## src/rtl/uart_addr_rx_pkg.sv

```systemverilog
package uart_addr_rx_pkg;
  localparam int IDX_W = 4;

  typedef enum logic [1:0] {
    ST_IDLE,
    ST_START,
    ST_DATA,
    ST_STOP
  } rxState_t;

  typedef struct packed {
    logic             clear;
    logic             sample;
    logic [IDX_W-1:0] bitIdx;
    logic             commit;
  } rxStrobe_t;
endpackage

```

## src/rtl/uart_addr_rx_ctrl.sv

```systemverilog
module uart_addr_rx_ctrl
  import uart_addr_rx_pkg::*;
#(
  parameter int OSR    = 16,
  parameter int DATA_W = 8
) (
  input  logic      clk,
  input  logic      rst_n,
  input  logic      run,
  input  logic      tick,
  input  logic      rxS,
  input  logic      nineBit,
  output rxStrobe_t strb
);
  localparam int CNT_W = $clog2(OSR);
  localparam logic [CNT_W-1:0] MID_CNT  = CNT_W'(OSR / 2 - 1);
  localparam logic [CNT_W-1:0] LAST_CNT = CNT_W'(OSR - 1);

  rxState_t         state;
  logic [CNT_W-1:0] cnt;
  logic [IDX_W-1:0] idx;
  logic [IDX_W-1:0] lastIdx;
  logic             atEnd;

  assign lastIdx = nineBit ? IDX_W'(DATA_W) : IDX_W'(DATA_W - 1);
  assign atEnd   = tick && (cnt == LAST_CNT);

  always_ff @(posedge clk or negedge rst_n) begin
    if (!rst_n) begin
      state <= ST_IDLE;
      cnt   <= '0;
      idx   <= '0;
    end else if (!run) begin
      state <= ST_IDLE;
      cnt   <= '0;
      idx   <= '0;
    end else begin
      case (state)
        ST_IDLE: begin
          cnt <= '0;
          idx <= '0;
          if (!rxS) state <= ST_START;
        end
        ST_START: begin
          if (tick) begin
            if (cnt == MID_CNT) begin
              cnt   <= '0;
              state <= rxS ? ST_IDLE : ST_DATA;
            end else begin
              cnt <= cnt + 1'b1;
            end
          end
        end
        ST_DATA: begin
          if (tick) begin
            if (cnt == LAST_CNT) begin
              cnt <= '0;
              if (idx == lastIdx) state <= ST_STOP;
              else idx <= idx + 1'b1;
            end else begin
              cnt <= cnt + 1'b1;
            end
          end
        end
        ST_STOP: begin
          if (tick) begin
            if (cnt == LAST_CNT) begin
              cnt   <= '0;
              state <= ST_IDLE;
            end else begin
              cnt <= cnt + 1'b1;
            end
          end
        end
        default: state <= ST_IDLE;
      endcase
    end
  end

  always_comb begin
    strb.clear  = !run;
    strb.sample = (state == ST_DATA) && atEnd;
    strb.bitIdx = idx;
    strb.commit = (state == ST_STOP) && atEnd && rxS;
  end
endmodule

```

## src/rtl/uart_addr_rx_dp.sv

```systemverilog
module uart_addr_rx_dp
  import uart_addr_rx_pkg::*;
#(
  parameter int DATA_W = 8
) (
  input  logic              clk,
  input  logic              rst_n,
  input  rxStrobe_t         strb,
  input  logic              rxS,
  input  logic              nineBit,
  input  logic              addrDetectEn,
  input  logic              rxIrqEn,
  output logic [DATA_W-1:0] rxData,
  output logic              rxBit8,
  output logic              dataValid,
  output logic              irqReq
);
  logic [DATA_W:0] shReg;
  logic            topBit;
  logic            markBit;
  logic            accept;

  assign topBit  = nineBit & shReg[DATA_W];
  assign markBit = nineBit ? shReg[DATA_W] : shReg[DATA_W-1];
  assign accept  = strb.commit && (!addrDetectEn || markBit);

  always_ff @(posedge clk or negedge rst_n) begin
    if (!rst_n) begin
      shReg     <= '0;
      rxData    <= '0;
      rxBit8    <= 1'b0;
      dataValid <= 1'b0;
      irqReq    <= 1'b0;
    end else if (strb.clear) begin
      shReg     <= '0;
      rxData    <= '0;
      rxBit8    <= 1'b0;
      dataValid <= 1'b0;
      irqReq    <= 1'b0;
    end else begin
      if (strb.sample) begin
        for (int i = 0; i <= DATA_W; i++) begin
          if (strb.bitIdx == IDX_W'(i)) shReg[i] <= rxS;
        end
      end
      dataValid <= accept;
      irqReq    <= accept && rxIrqEn;
      if (accept) begin
        rxData <= shReg[DATA_W-1:0];
        rxBit8 <= topBit;
      end
    end
  end
endmodule

```

## src/rtl/uart_addr_rx.sv

```systemverilog
module uart_addr_rx
  import uart_addr_rx_pkg::*;
#(
  parameter int OSR    = 16,
  parameter int DATA_W = 8
) (
  input  logic              clk,
  input  logic              rst_n,
  input  logic              tick16,
  input  logic              rxIn,
  input  logic              globalEn,
  input  logic              rxEnable,
  input  logic              nineBit,
  input  logic              addrDetectEn,
  input  logic              rxIrqEn,
  output logic [DATA_W-1:0] rxData,
  output logic              rxBit8,
  output logic              dataValid,
  output logic              irqReq
);
  logic [1:0] syncReg;
  logic       rxS;
  logic       run;
  rxStrobe_t  strb;

  always_ff @(posedge clk or negedge rst_n) begin
    if (!rst_n) syncReg <= 2'b11;
    else        syncReg <= {syncReg[0], rxIn};
  end

  assign rxS = syncReg[1];
  assign run = globalEn && rxEnable;

  uart_addr_rx_ctrl #(.OSR(OSR), .DATA_W(DATA_W)) ctrl (
    .clk(clk), .rst_n(rst_n), .run(run), .tick(tick16),
    .rxS(rxS), .nineBit(nineBit), .strb(strb)
  );

  uart_addr_rx_dp #(.DATA_W(DATA_W)) dp (
    .clk(clk), .rst_n(rst_n), .strb(strb), .rxS(rxS),
    .nineBit(nineBit), .addrDetectEn(addrDetectEn), .rxIrqEn(rxIrqEn),
    .rxData(rxData), .rxBit8(rxBit8), .dataValid(dataValid), .irqReq(irqReq)
  );
endmodule

```

## config.mk

```make
export PLATFORM = sky130hd
export DESIGN_NAME = uart_addr_rx
export DESIGN_NICKNAME = d
export VERILOG_FILES = /design/src/rtl/uart_addr_rx_pkg.sv /design/src/rtl/uart_addr_rx_ctrl.sv /design/src/rtl/uart_addr_rx_dp.sv /design/src/rtl/uart_addr_rx.sv
export SDC_FILE = /design/constraint.sdc
export NUM_CORES = 1
export LEC_CHECK = 0
export ABC_AREA = 1
export ABC_CLOCK_PERIOD_IN_PS = 1420
export BUFFER_PORTS_ARGS = -buffer_cell sky130_fd_sc_hd__buf_2
export CORE_MARGIN = 3
export CORE_UTILIZATION = 45
export CTS_BUF_LIST = sky130_fd_sc_hd__clkbuf_4
export CTS_CLUSTER_SIZE = 14
export DETAILED_ROUTE_END_ITERATION = 6
export PLACE_DENSITY_LB_ADDON = 0.25
export SLEW_MARGIN = 10
export SYNTH_ARGS = -nofsm -noshare
export SYNTH_HDL_FRONTEND = slang
export SYNTH_HIERARCHICAL = 1
export SYNTH_SLANG_ARGS = --single-unit
export TNS_END_PERCENT = 10
```

## constraint.sdc

```tcl
create_clock -name clk -period 1.42 [get_ports clk]
set_input_delay 0.071 -clock clk [delete_from_list [all_inputs] [get_ports clk]]
set_output_delay 0.071 -clock clk [all_outputs]
set_load 0.05 [all_outputs]
```

-- Yosys cells after proc, flatten, opt, wreduce, memory -nomap -nowiden
Cells that the tools add are included.
- flip-flop bits (word level): 32
- input bits: 9
- output and inout bits: 11
- $add $sub $neg: 2
- eq/ne operators: 36
- muxes and demuxes: 41
- bitwise logic cells: 1
- reductions and logical operators: 24
- operators by type and width (cell ; number):
    $mux 4 ; 10
    $ne 3x3->1 const B ; 11
    $ne 2x2->1 const B ; 11
    $eq 4x3->1 const B ; 5
    $mux 2 ; 10
    $reduce_and 2->1 ; 10
    $mux 9 ; 2
    $mux 8 ; 2
    $mux 1 ; 14
    $pmux 4 s3 ; 1
    $add 4x1->4 const B ; 2
    $eq 4x2->1 const B ; 2
    $eq 4x4->1 const B ; 2
    $pmux 2 s4 ; 1
    $pmux 4 s2 ; 1
    $reduce_and 8->1 ; 1
    $logic_and 1x1->1 ; 7
    $eq 2x2->1 const B ; 2
    $eq 4x1->1 const B ; 1
    $eq 4x4->1 ; 1
    $logic_not 4->1 ; 1
    $reduce_and 4->1 ; 1
    $eq 2x1->1 const B ; 1
    $logic_not 2->1 ; 1
    4 further kinds ; 4

-- Depth between registers and ports, before layout
Gate-level depths: netlist (run 1).
- word-level depth: 7
- mapped depth: 10

-- Cells and area by module
The synthesis (run 1) kept the hierarchy.
- by module, submodules not included (module ; times used ; cells an instance ; area each (µm²) ; sequential area each (µm²)):
    uart_addr_rx_dp ; 1 ; 127 ; 996.0 ; 500.5
    uart_addr_rx_ctrl ; 1 ; 106 ; 698.2 ; 250.2
    uart_addr_rx ; 1 ; 4 ; 60.1 ; 52.6

-- Worst setup path after synthesis (run 1)
Ideal clock, no wire load.
- kind: register to register
- from: register ctrl.cnt[0]
- to: register dp.irqReq
- setup time: 72 ps
- arrival time: 1489 ps
- data required time: 1348 ps
- path slack: -141 ps
- stages on the path, launching flop included: 8
- path buffers: 1
- period minus slack after synthesis: 1561 ps
- path through: dfrtp_1 ha_1 and3_1 nand3_1 nor3_1 clkbuf_1 nand3_1 nor2_1
- RTL lines (element ; RTL line ; text):
    start, declared ; uart_addr_rx_ctrl.sv:20 ; logic [CNT_W-1:0] cnt;
    start signal, assigned ; uart_addr_rx_ctrl.sv:50 ; cnt <= cnt + 1'b1;
    start signal, assigned ; uart_addr_rx_ctrl.sv:61 ; cnt <= cnt + 1'b1;
    start signal, assigned ; uart_addr_rx_ctrl.sv:71 ; cnt <= cnt + 1'b1;
    end signal, assigned ; uart_addr_rx_dp.sv:47 ; irqReq <= accept && rxIrqEn;
    end, declared ; uart_addr_rx_dp.sv:16 ; output logic irqReq

==> summary.md, run 1 <==
| Metric | Value |
|---|---|
| Result of the run | `complete, but fails checks` |
| Violations in the final reports | `setup timing` |
| CTS tree | `done` |
| Yosys cell types | `26` |
| Part of the power in combinational logic | `0.072` |
| Worst relative slew slack | `0.5381` |
| Effective utilization at floorplan | `0.4721` |
| Detail Placement HPWL | `around 2600 um` |
| Setup slack on the worst flop-to-flop path | `-0.16 ns` |
| Height of the chip | `68.44 um` |
| Met3 routing resource usage after global routing | `0.04433` |
| Number of flops mapped to enable cells by yosys | `0` |
| Area of the placeable core | `3716 um2` |
| Total non-filler cell area in the finished layout | `2166 um2` |
| Post-CTS setup buffers | `0` |
| Switch Pwr | `approximately 0.00042 W` |
| Inst Count DP | `314` |
| Average routed wire per standard cell | `10.79 um` |
| GR Util met1 | `0.2168` |
| Worst voltage drop across the vdd grid | `0.6210 mV` |
| Die width | `68.44 um` |
| Sequential Power Share | `0.534` |
| Hold/Removal Path Class | `primary input to flip-flop` |
| Worst Reg2Reg Path Length in Cells | `9` |
| Final core occ | `0.5828` |
| Clock sinks | `32` |
| Cells taking the most area after synthesis | `dfrtp_1 (43%), nand2_1 (15%), nand3_1 (10%)` |
| Count of maximum capacitance violations | `0` |
| Maximum clock insertion buffer count | `2` |
| Dominant cell by count in the synthesized netlist | `nand2_1` |
| Max-slew violation count | `0` |
| Fraction of layout instances using a drive strength above 1 | `0.2599` |
| Sort of element at the end of the critical path | `flip-flop` |
| RSZ-0062 raised after global routing | `yes` |
| Minimum period implied by the final worst setup slack | `1.582 ns` |
| Mean instance size in the synthesized netlist | `about 7.4 um2` |
| Total of flip-flops plus latches after synthesis | `32` |
| Top fanout value on the critical path | `8` |
| Sequential-to-total area share from yosys stat | `0.4579` |
| Global-route wire length before repair | `a little under 6000 um` |
| Floorplan die area | `4683 um2` |
| Data arrival, critical path | `1.82 ns` |
| Pin count of the biggest net entering global routing | `33` |
| Highest-utilization routing layer at the global route stage | `met2` |
| Via density per instance | `just under 5` |
| Syn_nets | `248` |
| Clock-pin slew on the worst setup and hold paths | `0.10 ns` |
| Detailed Route WL | `about 3500 um` |
| Area growth syn-to-layout | `23.47%` |
| Number of H-tree branching levels | `2` |
| Fraction of synthesis flops using an asynchronous set or reset pin | `1.000` |
| Drt pass-1 iters | `4` |
| Quantity of I/O buffers inserted on ports | `19` |
| Final setup viols | `23` |
| Ratio of final minimum period to clock period | `1.114` |
| Cell count of the worst hold path | `3` |
| Vias after detailed routing | `~1.6k` |
| Antenna violations before repair | `0` |
| Leading cell types by count after synthesis | `nand2_1 (72), nand3_1 (36), dfrtp_1 (30), inv_1 (25), nor2_1 (17)` |
| Pleak | `1.230 nW` |
| Clock network fraction of total power | `0.394` |
| Required time of the critical path | `approximately 1.7 ns` |
| Routability congestion estimate from global placement | `0.8563` |
| Maximum clock frequency | `around 630 MHz` |
| Vias in the first global route | `1357` |
| Final Worst Setup Slack | `-0.1620 ns` |
| Final-report hold violation count | `0` |
| Net count of the finished layout | `287` |
| Boundary pin count | `20` |
| Total power draw | `0.001747 W` |
| Global Route Usage Sum | `0.1678` |
| Slew at the pin closest to its max-slew limit | `0.6929 ns` |
| Power Internal | `0.001329 W` |
| Post-detailed-route DRC marker count | `0` |
| Row Count | `22` |
| Congestion Overflow GR | `0` |
| CP startpoint kind | `flip-flop` |
| Switching part of the total | `0.2392` |
| Placement Cell Area | `2006 um2` |
| Count of yosys warnings during synthesis | `6` |
| Share of the synthesized area in the top cell type | `0.4280` |
| Worst skew pair latency | `0.33 ns` |
| Synthesized cell area | `about 1800 um2` |
| Final setup skew | `0.006286 ns` |
| Diodes inserted | `0` |
| Filler-free cell count of the finished design | `325` |
| Number of cells produced by synthesis | `237` |
| Number of buffers added by the clock tree synthesis step | `5` |
| Root buffer cell | `clkbuf_4` |
| Met2 track demand over resource | `0.2658` |
| Library cell occupying the most area in the post-synthesis netlist | `dfrtp_1` |
| Number of nets with antenna violations after routing | `0` |
| Predominant post-synthesis flop cell | `dfrtp_1` |
| Number of violations reported at the end of detailed-routing iteration 0 | `81` |
| Pwr/cell area | `806.6 nW/um2` |
| Critical Setup Path Class | `flip-flop to flip-flop` |
## kinds of logic after synthesis
group                      synth area share
and+or+nand+nor                      0.3980
DFF                                  0.4579
xor gates and xnor gates           0.004994
adders and majority gates           0.01426
buffers and inverters               0.09486
AOI/OAI and AO/OA                   0.02996
## routing by layer
layer  up-vias  routed length (um)
li1        844                   -
met4         0                  58
met2        25                1560
met1       726                1755
met5         -                   0
met3         5                 132
## metrics by stage
| stage | hold WS [ns] | TNS (ns) | worst slack, ns |
|---|---|---|---|
| 6_report | 0.06803 | -1.578 | -0.1620 |
| 5_1_grt | 0.07363 | -4.816 | -0.2634 |
| 4_1_cts | 0.05499 | -1.937 | -0.1817 |
| 3_5_place_dp | 0.1590 | -2.543 | -0.2015 |
| 3_3_place_gp | 0.1610 | -1.796 | -0.1594 |
| 2_1_floorplan | -0.2246 | -1.167 | -0.1399 |
## what timing repair did
item,4_1_cts,5_1_grt
endpoints found under the setup margin,20,28
hold buffers,3,0
resized for setup,7,4
pin swaps,5,1
endpoints found under the hold margin,32,0
cloned,0,0
## registers in the layout, indices dropped and copies added (netlist names)
signal,cells
dp/rxBit8,1
dp/shReg,9
ctrl/state,2
dp/dataValid,1
syncReg,2
dp/rxData,8
ctrl/idx,4
ctrl/cnt,4
dp/irqReq,1
## final cells by class
class,count,area (um2)
Timing Repair Buffer,37,250.2
Clock buffer,5,37.54
Sequential cell,32,803.3
Multi-Input combinational cell,164,832.0
Inverter,36,140.1
Clock inverter,3,42.54
Fill cell,330,1550
Tap cell,48,60.06
## path summary, 6_finish.rpt
check,start,to
min,tick16,ctrl/cnt[2]
min in group asynchronous,rst_n,ctrl/cnt[0]
max reg2reg,ctrl/cnt[1],dp/shReg[1]
max,ctrl/cnt[1],dp/shReg[1]
max in group asynchronous,rst_n,dp/shReg[4]
min reg2reg,syncReg[0],syncReg[1]
## layout by cell type (no fill, tap or decap), types with 5 or more instances in the layout
cell type,n
buf_2,19
buf_4,14
clkbuf_4,5
dfrtp_1,30
inv_1,24
inv_2,10
nand2_1,72
nand3_1,35
nand4_1,13
nor2_1,16
o21ai_1,5
## critical path: stages (launching register included)
cell     delay [ns]
dfrtp_1        0.38
ha_2           0.18
and3_4         0.19
nand3_4        0.08
nor2_4         0.10
inv_2          0.05
nor3_4         0.25
nand3_1        0.12
nand2_1        0.09
inv_1          0.04
## power by group through the flow
stage               Clock, W  Combinational [W]  Sequential [W]
floorplan                  0          0.0000710        0.000947
global placement           0           0.000120        0.000948
detailed placement         0           0.000119        0.000948
CTS                 0.000709           0.000128        0.000931
global route        0.000743           0.000145        0.000935
finish              0.000688           0.000126        0.000933
No activity file was read; power rests on OpenSTA's default activity.
==> run 2, diff against run 1 <==
Settings changed: RECOVER_POWER set to 25.
==> run 2 against run 1 <==
  * The run still ends with setup timing left
  * Global-route usage unchanged
  * Die area unchanged
  * Sequential share of layout area unchanged
  * Largest cell class unchanged
==> summary.md, run 2 (synthesis gave the netlist of run 1 again) <==
| Metric | Value |
|---|---|
| Part of the power in combinational logic | `0.072` |
| Net count of the finished layout | `287` |
| Row Count | `22` |
| Clock-pin slew on the worst setup and hold paths | `0.10 ns` |
| Worst relative slew slack | `0.4838` |
| Series of cell instances along the critical path | `ha_2 > and3_4 > nand3_4 > nor2_4 > inv_2 > nor3_4 > nand3_1 > nand2_1 > inv_1` |
| Required time of the critical path | `1.66 ns` |
| Post-detailed-route DRC marker count | `0` |
| Pleak | `roughly 1.2 nW` |
| Power Internal | `~0.0013 W` |
| Hold Worst Slack | `0.06789 ns` |
| Routability congestion estimate from global placement | `around 0.86` |
| Via density per instance | `around 5.0` |
| Global Route Usage Sum | `0.1678` |
| CTS tree | `done` |
| Diodes inserted | `0` |
| Count of maximum capacitance violations | `0` |
| Slew at the pin closest to its max-slew limit | `~0.77 ns` |
| Total non-filler cell area in the finished layout | `approximately 2200 um2` |
| Startpoint of the most critical register-to-register path | `ctrl/cnt[1]` |
| Setup slack on the worst flop-to-flop path | `-0.16 ns` |
| Effective utilization at floorplan | `0.4721` |
| Cell with the largest stage delay on the worst path | `dfrtp_1` |
| Worst voltage drop across the vdd grid | `between 0.6 and 0.7 mV` |
| Clock sinks | `32` |
| Floorplan die area | `4683 um2` |
| Placement Cell Area | `2006 um2` |
| Area of the placeable core | `3716 um2` |
| CP startpoint kind | `flip-flop` |
| Switch Pwr | `around 0.00042 W` |
| Cell count of the worst hold path | `3` |
| Clock network fraction of total power | `0.394` |
| Vias in the first global route | `1357` |
| Flip-flop count of the largest register, all copies and words added | `9` |
| Number of buffers added by the clock tree synthesis step | `5` |
| Data arrival, critical path | `between 1.5 and 2 ns` |
| Ratio of final minimum period to clock period | `1.114` |
| Longest individual stage delay on the worst path | `0.38 ns` |
| Final Worst Setup Slack | `-0.1617 ns` |
| Number of violations reported at the end of detailed-routing iteration 0 | `81` |
| Minimum period implied by the final worst setup slack | `roughly 1.6 ns` |
| Vias after detailed routing | `1609` |
| Die width | `around 70 um` |
| Commonest cells after routing, fill and taps aside | `nand2_1 (72), nand3_1 (35), dfrtp_1 (30), inv_1 (24), buf_2 (18)` |
| Most flops, register | `dp/shReg` |
| Detail Placement HPWL | `2559 um` |
| Drt pass-1 iters | `4` |
| Pin count of the biggest net entering global routing | `33` |
| Largest registers | `dp/shReg (9), dp/rxData (8)` |
| RSZ-0062 raised after global routing | `yes` |
| Area growth syn-to-layout | `23.47%` |
| Maximum clock insertion buffer count | `2` |
| Boundary pin count | `20` |
| Pwr/cell area | `806.6 nW/um2` |
| Violations in the final reports | `setup timing` |
| Hold endpoint | `ctrl/cnt[2]` |
| Top fanout value on the critical path | `8` |
| Buffers and inverters on the worst path | `2` |
| Worst skew pair latency | `0.33 ns` |
| Result of the run | `complete, but fails checks` |
| Number of H-tree branching levels | `2` |
| Number of nets with antenna violations after routing | `0` |
| Maximum clock frequency | `632.2 MHz` |
| Hold/Removal Path Class | `primary input to flip-flop` |
| Detailed Route WL | `roughly 3500 um` |
| Average routed wire per standard cell | `10.79 um` |
| CP delay by family, top | `simple AND/OR/NAND/NOR gates` |
| Reg-to-Reg End | `dp/shReg[1]` |
| Fraction of layout instances using a drive strength above 1 | `0.2599` |
| Final-report hold violation count | `0` |
| Quantity of I/O buffers inserted on ports | `19` |
| Congestion Overflow GR | `0` |
| Hold Startpoint | `tick16` |
| Final setup viols | `23` |
| Antenna violations before repair | `0` |
| Sequential Power Share | `0.534` |
| Critical Setup Path Class | `flip-flop to flip-flop` |
| Global-route wire length before repair | `5878 um` |
| Final setup skew | `0.006286 ns` |
| Switching part of the total | `0.2392` |
| Root buffer cell | `clkbuf_4` |
| Max-slew violation count | `0` |
| Height of the chip | `68.44 um` |
| Sort of element at the end of the critical path | `flip-flop` |
| Worst Reg2Reg Path Length in Cells | `9` |
| Commonest non-fill, non-tap cell in the layout | `nand2_1` |
run 2: layer usage:
layer | track usage | vias to the layer above | share of wire
met3 | 0.04433 | 5 | 0.046
met5 | 0 | - | 0
met1 | 0.2168 | 727 | 0.49
met2 | 0.2658 | 33 | 0.44
met4 | 0.06452 | 0 | 0.017
li1 | - | 844 | -
run 2: what timing repair did:
item,4_1_cts,5_1_grt
gates resized for setup,7,4
pin swaps,5,1
endpoints found under the setup margin,20,28
hold buffers,3,0
setup buffers,0,0
endpoints found under the hold margin,32,0
run 2: final cells by class:
class                      instances  area [um2]
clock buffer                       5       37.54
multi-input combinational        164       832.0
fill                             330        1550
inverter                          36       140.1
sequential                        32       803.3
timing repair buffer              37       250.2
clock inverter                     3       42.54
tap                               48       60.06
run 2: per-stage QoR:
| step | power [W] | cells | setup TNS (ns) | setup slack (ns) | util |
|---|---|---|---|---|---|
| 6_report | 0.001747 | 325 | -1.533 | -0.1617 | 0.5828 |
| 5_1_grt | 0.001823 | 325 | -4.816 | -0.2634 | 0.5828 |
| 4_1_cts | 0.001768 | 325 | -1.937 | -0.1817 | 0.5768 |
| 3_5_place_dp | 0.001067 | 314 | -2.543 | -0.2015 | 0.5397 |
| 3_3_place_gp | 0.001068 | 314 | -1.796 | -0.1594 | 0.5397 |
| 2_1_floorplan | 0.001018 | 237 | -1.167 | -0.1399 | - |
run 2: tightest hold or removal path, stage by stage:
cell and delay (ns):
buf_2 0.11, a21oi_1 0.13, nor3_1 0.06
run 2: how the worst max path moves through the flow:
stage / start / to / depth (start not counted)
finish: ctrl/cnt[1] / dp/shReg[1] / 9
global route: ctrl/cnt[1] / dp/shReg[2] / 9
floorplan: ctrl/cnt[0] / dp/shReg[0] / 9
CTS: ctrl/cnt[1] / dp/shReg[1] / 9
detailed placement: ctrl/cnt[1] / dp/shReg[1] / 9
global placement: ctrl/cnt[0] / dp/shReg[1] / 9
run 2: power by group through the flow:
| stage | Sequential [W] | Combinational, W | Clock, W |
|---|---|---|---|
| global route | 0.000935 | 0.000145 | 0.000743 |
| detailed placement | 0.000948 | 0.000119 | 0 |
| floorplan | 0.000947 | 0.0000710 | 0 |
| CTS | 0.000931 | 0.000128 | 0.000709 |
| global placement | 0.000948 | 0.000120 | 0 |
| finish | 0.000933 | 0.000126 | 0.000688 |
==> run 3, diff against run 2 <==
Settings changed: CORE_UTILIZATION 45 to 52.
==> run 3 against run 2 <==
  * The run still ends with setup timing left
  * Setup slack got worse by 0.0091 ns
  * Clock power increased by 2%
  * Highest routed layer unchanged
  * Global-route usage increased by 3.4 points
  * First-iteration DRC count increased by 19%
==> summary.md, run 3 (synthesis gave the netlist of run 1 again) <==
| Metric | Value |
|---|---|
| Result of the run | `complete, but fails checks` |
| Violations in the final reports | `setup timing` |
| Cell count of the worst hold path | `3` |
| Routed wire length on met2 | `1714 um` |
| Antenna violations before repair | `0` |
| Max-slew violation count | `0` |
| RSZ-0062 raised after global routing | `yes` |
| Top fanout value on the critical path | `8` |
| Vias after detailed routing | `1631` |
| Routability congestion estimate from global placement | `a little under 0.9` |
| DR WL met3 | `163 um` |
| Count of maximum capacitance violations | `0` |
| Commonest cells after routing, fill and taps aside | `nand2_1 (72), nand3_1 (32), dfrtp_1 (30), inv_1 (24), buf_2 (19)` |
| Number of nets with antenna violations after routing | `0` |
| Clock sinks | `32` |
| Final-report hold violation count | `0` |
| Pwr/cell area | `803.0 nW/um2` |
| Fraction of layout instances using a drive strength above 1 | `0.2857` |
| Floorplan die area | `4106 um2` |
| Effective utilization at floorplan | `0.5608` |
| Minimum period implied by the final worst setup slack | `about 1.6 ns` |
| Boundary pin count | `20` |
| Hold/Removal Path Class | `primary input to flip-flop` |
| Post-detailed-route DRC marker count | `0` |
| Maximum clock frequency | `628.6 MHz` |
| Pleak | `1.245 nW` |
| Layout filler cell count | `243` |
| Detail Placement HPWL | `2571 um` |
| CTS tree | `done` |
| Area growth syn-to-layout | `25.25%` |
| Drt pass-1 iters | `4` |
| Maximum clock insertion buffer count | `2` |
| Detailed Route WL | `3756 um` |
| Total power draw | `0.001764 W` |
| Final setup viols | `28` |
| Global-route wire length before repair | `6479 um` |
| Number of violations reported at the end of detailed-routing iteration 0 | `96` |
| Ratio of final minimum period to clock period | `1.120` |
| Congestion Overflow GR | `0` |
| Placement Cell Area | `around 2000 um2` |
| Final Worst Setup Slack | `-0.1708 ns` |
| Longest individual stage delay on the worst path | `about 0.38 ns` |
| Final setup skew | `0.007496 ns` |
| Post-Place Worst Slack | `-0.1880 ns` |
| Pin count of the biggest net entering global routing | `33` |
| Hold Worst Slack | `0.06278 ns` |
| Instance count on the critical path | `9` |
| Die width | `64.08 um` |
| Commonest non-fill, non-tap cell in the layout | `nand2_1` |
| Worst voltage drop across the vdd grid | `0.4372 mV` |
| Via density per instance | `between 5 and 6` |
| Series of cell instances along the critical path | `ha_2 > and3_4 > nand3_4 > nor2_4 > inv_2 > nor3_4 > nand3_1 > nand2_1 > inv_1` |
| Cell with the largest stage delay on the worst path | `dfrtp_1` |
| Clock-pin slew on the worst setup and hold paths | `around 0.11 ns` |
| Data arrival, critical path | `1.83 ns` |
| Vias in the first global route | `1457` |
| Worst skew pair latency | `0.34 ns` |
| Number of buffers added by the clock tree synthesis step | `5` |
| CP delay by family, top | `simple AND/OR/NAND/NOR gates` |
| Row Count | `20` |
| Global Route Usage Sum | `0.2022` |
| Area of the placeable core | `3128 um2` |
| Required time of the critical path | `1.66 ns` |
| Average routed wire per standard cell | `roughly 12 um` |
| Worst Reg2Reg Path Length in Cells | `9` |
| Most flops, register | `dp/shReg` |
| Slew at the pin closest to its max-slew limit | `0.7697 ns` |
| Diodes inserted | `0` |
| Root buffer cell | `clkbuf_4` |
| Sort of element at the end of the critical path | `flip-flop` |
| Routed met1 length | `1848 um` |
| Topmost layer with routed signal wires | `met4` |
| Net count of the finished layout | `290` |
| Flip-flop count of the largest register, all copies and words added | `9` |
| Buffers and inverters on the worst path | `2` |
| Total non-filler cell area in the finished layout | `about 2200 um2` |
| Number of H-tree branching levels | `2` |
| Quantity of I/O buffers inserted on ports | `19` |
| CP startpoint kind | `flip-flop` |
| Worst relative slew slack | `0.4869` |
| Critical Setup Path Class | `flip-flop to flip-flop` |
| Height of the chip | `roughly 64 um` |
| Largest registers | `dp/shReg (9), dp/rxData (8)` |
| Setup slack on the worst flop-to-flop path | `-0.17 ns` |
## run 3: changes by cell type in the layout (fill, tap and decap cells not counted), sizes merged
cell,previous run,this run
buf,33,36
## run 3: cell type report
| cell class | instances | area (um2) | share of cell area |
|---|---|---|---|
| clock buffer | 5 | 37.54 | 0.01708 |
| sequential | 32 | 803.3 | 0.3656 |
| clock inverter | 3 | 42.54 | 0.01936 |
| multi-input combinational | 164 | 848.3 | 0.3861 |
| inverter | 36 | 140.1 | 0.06378 |
| tap | 44 | 55.05 | 0.02506 |
| timing repair buffer | 40 | 270.3 | 0.1230 |
## run 3: layer usage
metal  vias up  global-route usage
li1        846                   -
met1       748              0.2730
met2        35              0.3123
met3         2             0.05272
met4         0             0.07278
met5         -                   0
## run 3: per-stage QoR
step | setup TNS, ns | instances | utilization
6_report | -2.850 | 324 | 0.7024
5_1_grt | -5.913 | 324 | 0.7024
4_1_cts | -2.564 | 322 | 0.6928
3_5_place_dp | -2.142 | 310 | 0.6396
3_3_place_gp | -1.594 | 310 | 0.6396
2_1_floorplan | -1.167 | 237 | -
## run 3: what timing repair did
action	CTS	global route
pin swaps	6	6
hold buffers	3	0
setup buffers	1	2
endpoints found under the hold margin	32	0
gates resized for setup	11	4
endpoints found under the setup margin	20	29
## run 3: worst paths after layout
kind                            endpoint        start
max                          dp/shReg[3]  ctrl/cnt[1]
min                          ctrl/cnt[2]       tick16
max reg2reg                  dp/shReg[3]  ctrl/cnt[1]
min reg2reg                   syncReg[1]   syncReg[0]
max in group asynchronous    dp/shReg[6]        rst_n
min in group asynchronous  ctrl/state[1]        rst_n
## run 3: worst reg2reg max path: cells and delay by family (launching register included)
family | cells | cell delay [ns]
simple gates | 6 | 0.82
flops | 1 | 0.38
fa+ha+maj | 1 | 0.20
buf+inv | 2 | 0.10
## run 3: power by group
group          internal (W)  leakage, nW  switching, W  total (W)
logic             0.0000436        0.764     0.0000895   0.000133
registers          0.000921        0.439     0.0000109   0.000932
clock network      0.000367       0.0412      0.000332   0.000699
total               0.00133         1.24      0.000432    0.00176
